===== src/rtl/prng_mux_pkg.sv =====
package prng_mux_pkg;
  typedef enum logic {ST_IDLE = 1'b0, ST_BURST = 1'b1} burst_st_e;
endpackage


===== src/rtl/prng_burst_ctrl.sv =====
module prng_burst_ctrl
  import prng_mux_pkg::*;
#(
  parameter int N_SRC = 4,
  parameter int LEN_W = 8,
  localparam int SEL_W = (N_SRC > 1) ? $clog2(N_SRC) : 1
) (
  input  logic             clk_i,
  input  logic             rst_ni,
  input  logic             enable_i,
  input  logic [SEL_W-1:0] sel_i,
  input  logic [LEN_W-1:0] len_i,
  input  logic             beat_i,
  output logic             active_o,
  output logic [SEL_W-1:0] sel_o,
  output logic             last_o
);
  burst_st_e        st_q, st_d;
  logic [SEL_W-1:0] sel_q, sel_d;
  logic [LEN_W-1:0] last_idx_q, last_idx_d;
  logic [LEN_W-1:0] cnt_q, cnt_d;
  logic             at_last, load;

  assign at_last = (cnt_q == last_idx_q);
  // config is sampled only at a boundary
  assign load = (st_q == ST_IDLE) || (beat_i && at_last);

  always_comb begin
    st_d       = st_q;
    sel_d      = sel_q;
    last_idx_d = last_idx_q;
    cnt_d      = cnt_q;
    if (load) begin
      cnt_d = '0;
      if (enable_i) begin
        st_d       = ST_BURST;
        sel_d      = sel_i;
        last_idx_d = (len_i == '0) ? '0 : len_i - 1'b1;
      end else begin
        st_d = ST_IDLE;
      end
    end else if (beat_i) begin
      cnt_d = cnt_q + 1'b1;
    end
  end

  always_ff @(posedge clk_i or negedge rst_ni) begin
    if (!rst_ni) begin
      st_q       <= ST_IDLE;
      sel_q      <= '0;
      last_idx_q <= '0;
      cnt_q      <= '0;
    end else begin
      st_q       <= st_d;
      sel_q      <= sel_d;
      last_idx_q <= last_idx_d;
      cnt_q      <= cnt_d;
    end
  end

  assign active_o = (st_q == ST_BURST);
  assign sel_o    = sel_q;
  assign last_o   = active_o && at_last;

  p_cnt_bound_r4: assert property (@(posedge clk_i) disable iff (!rst_ni)
    cnt_q <= last_idx_q);
  p_cfg_hold_r6: assert property (@(posedge clk_i) disable iff (!rst_ni)
    (active_o && !(beat_i && at_last)) |=> ($stable(sel_q) && $stable(last_idx_q)));
  p_drain_r7: assert property (@(posedge clk_i) disable iff (!rst_ni)
    (active_o && !(beat_i && at_last)) |=> active_o);
endmodule


===== src/rtl/prng_src_sel.sv =====
module prng_src_sel #(
  parameter int N_SRC  = 4,
  parameter int DATA_W = 64,
  localparam int SEL_W = (N_SRC > 1) ? $clog2(N_SRC) : 1
) (
  input  logic                    active_i,
  input  logic [SEL_W-1:0]        sel_i,
  input  logic [N_SRC*DATA_W-1:0] src_tdata_i,
  input  logic [N_SRC-1:0]        src_tvalid_i,
  output logic [N_SRC-1:0]        src_tready_o,
  output logic [DATA_W-1:0]       m_tdata_o,
  output logic                    m_tvalid_o,
  input  logic                    m_tready_i
);
  logic [DATA_W-1:0] words [N_SRC];

  for (genvar i = 0; i < N_SRC; i++) begin : g_src
    assign words[i]        = src_tdata_i[i*DATA_W +: DATA_W];
    assign src_tready_o[i] = active_i && m_tready_i && (sel_i == SEL_W'(i));
  end

  always_comb begin
    m_tdata_o  = '0;
    m_tvalid_o = 1'b0;
    if (int'(sel_i) < N_SRC) begin
      m_tdata_o  = words[sel_i];
      m_tvalid_o = active_i && src_tvalid_i[sel_i];
    end
  end

  always_comb begin
    a_one_ready_r2: assert ($onehot0(src_tready_o));
  end
endmodule


===== src/rtl/prng_burst_mux.sv =====
module prng_burst_mux #(
  parameter int N_SRC  = 4,
  parameter int DATA_W = 64,
  parameter int LEN_W  = 8,
  localparam int SEL_W = (N_SRC > 1) ? $clog2(N_SRC) : 1
) (
  input  logic                    clk_i,
  input  logic                    rst_ni,
  input  logic                    enable_i,
  input  logic [SEL_W-1:0]        sel_i,
  input  logic [LEN_W-1:0]        burst_len_i,
  input  logic [N_SRC*DATA_W-1:0] src_tdata_i,
  input  logic [N_SRC-1:0]        src_tvalid_i,
  output logic [N_SRC-1:0]        src_tready_o,
  output logic [DATA_W-1:0]       m_tdata_o,
  output logic                    m_tvalid_o,
  input  logic                    m_tready_i,
  output logic                    m_tlast_o
);
  logic             active;
  logic [SEL_W-1:0] sel_q;
  logic             last;
  logic             beat;

  assign beat      = m_tvalid_o && m_tready_i;
  assign m_tlast_o = last;

  prng_burst_ctrl #(.N_SRC(N_SRC), .LEN_W(LEN_W)) u_ctrl (
    .clk_i    (clk_i),
    .rst_ni   (rst_ni),
    .enable_i (enable_i),
    .sel_i    (sel_i),
    .len_i    (burst_len_i),
    .beat_i   (beat),
    .active_o (active),
    .sel_o    (sel_q),
    .last_o   (last)
  );

  prng_src_sel #(.N_SRC(N_SRC), .DATA_W(DATA_W)) u_sel (
    .active_i     (active),
    .sel_i        (sel_q),
    .src_tdata_i  (src_tdata_i),
    .src_tvalid_i (src_tvalid_i),
    .src_tready_o (src_tready_o),
    .m_tdata_o    (m_tdata_o),
    .m_tvalid_o   (m_tvalid_o),
    .m_tready_i   (m_tready_i)
  );

  p_idle_quiet_r7: assert property (@(posedge clk_i) disable iff (!rst_ni)
    !active |-> (!m_tvalid_o && !m_tlast_o && (src_tready_o == '0)));
  p_hold_r9: assert property (@(posedge clk_i) disable iff (!rst_ni)
    (m_tvalid_o && !m_tready_i) |=> (m_tvalid_o && $stable(m_tdata_o) && $stable(m_tlast_o)));
  p_ready_path_r2: assert property (@(posedge clk_i) disable iff (!rst_ni)
    (m_tvalid_o && m_tready_i) |-> ($countones(src_tready_o) == 1));
endmodule


===== config.mk =====
export PLATFORM = sky130hd
export DESIGN_NAME = prng_burst_mux
export DESIGN_NICKNAME = d
export VERILOG_FILES = /design/src/rtl/prng_mux_pkg.sv /design/src/rtl/prng_burst_ctrl.sv /design/src/rtl/prng_src_sel.sv /design/src/rtl/prng_burst_mux.sv
export SDC_FILE = /design/constraint.sdc
export NUM_CORES = 1
export LEC_CHECK = 0
export BUFFER_PORTS_ARGS = -buffer_cell sky130_fd_sc_hd__buf_2
export CAP_MARGIN = 25
export CELL_PAD_IN_SITES_DETAIL_PLACEMENT = 0
export CELL_PAD_IN_SITES_GLOBAL_PLACEMENT = 1
export CORE_AREA = 2 2 133 135
export DETAILED_ROUTE_END_ITERATION = 8
export DIE_AREA = 0 0 135 137
export GPL_TIMING_DRIVEN = 0
export PLACE_DENSITY_LB_ADDON = 0.1
export SYNTH_ARGS = -nofsm -noshare
export SYNTH_HDL_FRONTEND = slang
export SYNTH_SLANG_ARGS = --single-unit

===== constraint.sdc =====
create_clock -name clk_i -period 2.4 [get_ports clk_i]
set_input_delay 0.12 -clock clk_i [delete_from_list [all_inputs] [get_ports clk_i]]
set_output_delay 0.12 -clock clk_i [all_outputs]
set_load 0.1 [all_outputs]

==> qor.yml <==
die:
  fp.dieW_um: 135
  coreArea_um2: 17060
  ios: 344
  die_h_um: 137
  start_util: 0.1601
  die_area_um2: 18500
  fp-row-count: 48
logic_synthesis:
  syn_nets: 479
  synthFlopType: "dfrtp_1"
  netlist_area_um2: 2731
  yosys_warnings: 0
  yosysSeqAreaShare: 0.1741
  synth_top_area_share: 0.5360
  avgSynthCellArea_um2: 13.52
  syn_inst: 202
  synthArstFlopShare: 1.000
  synth.largest_area_cell: "mux4_2"
  ys_ff_latch: 19
  synth_edf_count: 0
  synth_cell_types: 37
  synth_area_leaders: "mux4_2 54%, dfrtp_1 17%, mux2_2 4.5%"
detailed_routing:
  drtPass1Iterations: 4
  via_count: 3433
  wl_per_cell_um: 21.92
  drc: 0
  drt_wl_total_mm: 17.06
  routed_via_density: 4.413
  drt_iter0_markers: 106
  drtAntennaViolNets: 0
timing:
  final.setup.worst_slack_ps: 161.2
  tightestPinTransition_ps: 704.4
  timing.fmax_mhz: 446.7
  setup_viol: 0
  rsz0062_at_grt: "no"
  min_period_over_period: 0.9329
  slew_headroom: 0.5261
  finalHoldViolCount: 0
  tns_ps: 0
  slew_violations: 0
  period_needed_ps: 2239
  skew_ps: 5.354
setup_path:
  critPathMaxStageDelay_ps: 530
  critPathRequiredTime_ps: 2280
  critPathLaunchType: "register"
  crit_path_end_kind: "primary output"
  crit_fanout: 10
  critPathTopFamily: "buffers and inverters"
  crit_path_frequent_cell: "buf_2"
  criticalPathCategory: "register to primary output"
  crit_chain: "clkbuf_2 > buf_2 > mux4_2 > buf_2"
  arrival_ps: 2120
  path_buf_inv: 3
  slowest_stage: "dfrtp_1"
cells_and_area:
  regArea_um2: 475.5
  nets: 827
  layout-drive-gt1-share: 0.8051
  final_area_um2: 4856
  area_growth_pct: 77.78
  n_fill_cell: 1910
  multiInputGateArea_um2: 2172
clocking:
  cts_setup_buffers: 0
  clock-sinks: 19
  cts_tree: "yes"
  clock_latency_ps: 250
  clockBufferDepth: 2
  clk_pin_slew_worst_paths_ps: 60
  cts_made_buffers: 3
  htree_levels: 1
  cts_root_buf: "clkbuf_16"
placement:
  portBuffers: 343
  place_hpwl_mm: 15.42
  dpl_cell_area_um2: 4745
  dp_slack_ps: -277.9
  place_congestion: 0.8853
power_and_ir_drop:
  vdd_drop_max_mv: 0.3773
  p_total_mw: 1.695
  p_leak_nw: 2.360
  power_density_nw_per_um2: 349.1
grt:
  grt_pass1_vias: 3439
  grt_pass1_wl_mm: 22.61
  grt_use_total: 0.1672
  antenna_found_initial: 8
  overflow: 0
  grt_max_degree: 20
run:
  drv_cap: 0
outcome:
  status: "completed"
worst_hold_path:
  min_path_type: "input port to register"
==> cell type report <==
class                   instances  area share
multi-input cells             162      0.4473
repair buffers                344      0.3571
flip-flops and latches         19     0.09791
well taps                     225     0.05797
plain buffers                  17     0.01907
clock buffers                   4     0.01623
inverters                       3    0.002319
diodes                          4    0.002061
==> cell families after synthesis <==
logic type | share of synthesized area
AOI/OAI and AO/OA | 0.05085
xor gates and xnor gates | 0.03527
adders and majority gates | 0.01374
buffers and inverters | 0.03619
DFF | 0.1741
muxes | 0.5850
and+or+nand+nor | 0.1049
==> flip-flops by register name, indices dropped and copies added (netlist names) <==
name	cells
u_ctrl.last_idx_q	8
u_ctrl.sel_o	2
u_ctrl.cnt_q	8
u_ctrl.active_o	1
==> routing by layer <==
metal  vias to the layer above  share of wire  GRT usage
met3                        12          0.095    0.05148
li1                       1552              -          -
met1                      1723           0.39     0.2114
met2                       142           0.50     0.2879
met5                         -         0.0013          0
met4                         4         0.0078    0.02373
==> repair_timing <==
item / in CTS / in global routing
gates resized for setup: 6 / 3
hold endpoints to repair: 19 / 0
setup endpoints to repair: 22 / 11
hold buffers: 1 / 0
pin swaps: 0 / 0
==> stage by stage <==
| step | hold slack [ps] | std cells | utilization |
|---|---|---|---|
| 2_1_floorplan | -175.6 | 202 | - |
| 3_3_place_gp | 104.7 | 770 | 0.2782 |
| 3_5_place_dp | 102.7 | 770 | 0.2782 |
| 4_1_cts | 103.6 | 774 | 0.2839 |
| 5_1_grt | 108.7 | 777 | 0.2846 |
| 6_report | 101.3 | 778 | 0.2847 |
==> where the power goes <==
part           internal, mW  leakage [nW]  switching, mW
sequential            0.348         0.233         0.0428
clock                 0.226        0.0382          0.123
combinational         0.332          2.09          0.624
==> layout by cell type (no fill, tap or decap), drive strengths merged <==
master	count
xnor2	10
a21oi	3
mux2	11
o221ai	1
nor3b	4
mux4	65
clkbuf	12
o21ai	7
and3	2
nor3	5
mux2i	1
a22o	2
ha	3
and2	3
nor4	2
nand3	4
diode	4
a21o	2
nor2b	2
dfrtp	19
xor2	1
or4	1
and4	1
nand2	16
dlygate4sd3	1
or3	4
nor2	8
inv	3
o31ai	1
buf	352
o41ai	1
a21boi	1
nand2b	1
==> synthesized netlist by cell type, drive strengths merged, types with 2 or more instances <==
cell	number
or3	4
a22o	2
nor2b	2
clkbuf	8
ha	3
dfrtp	19
nor4	2
nor3b	4
nand2	16
inv	3
buf	10
a21oi	3
mux4	65
and2	3
and3	2
o21ai	7
a21o	2
nand3	4
nor3	5
nor2	8
mux2	11
xnor2	10
==> final timing paths <==
path	start	to	slack, ps	cells after the start
min in group asynchronous	rst_ni	u_ctrl.last_idx_q[1]	350	2
min	sel_i[1]	u_ctrl.sel_o[1]	100	2
max in group asynchronous	rst_ni	u_ctrl.last_idx_q[4]	1740	2
max reg2reg	u_ctrl.sel_o[0]	u_ctrl.last_idx_q[6]	400	6
max	u_ctrl.sel_o[1]	m_tdata_o[59]	160	4
min reg2reg	u_ctrl.last_idx_q[7]	u_ctrl.last_idx_q[7]	530	1
Power figures use the tool's default switching activity.
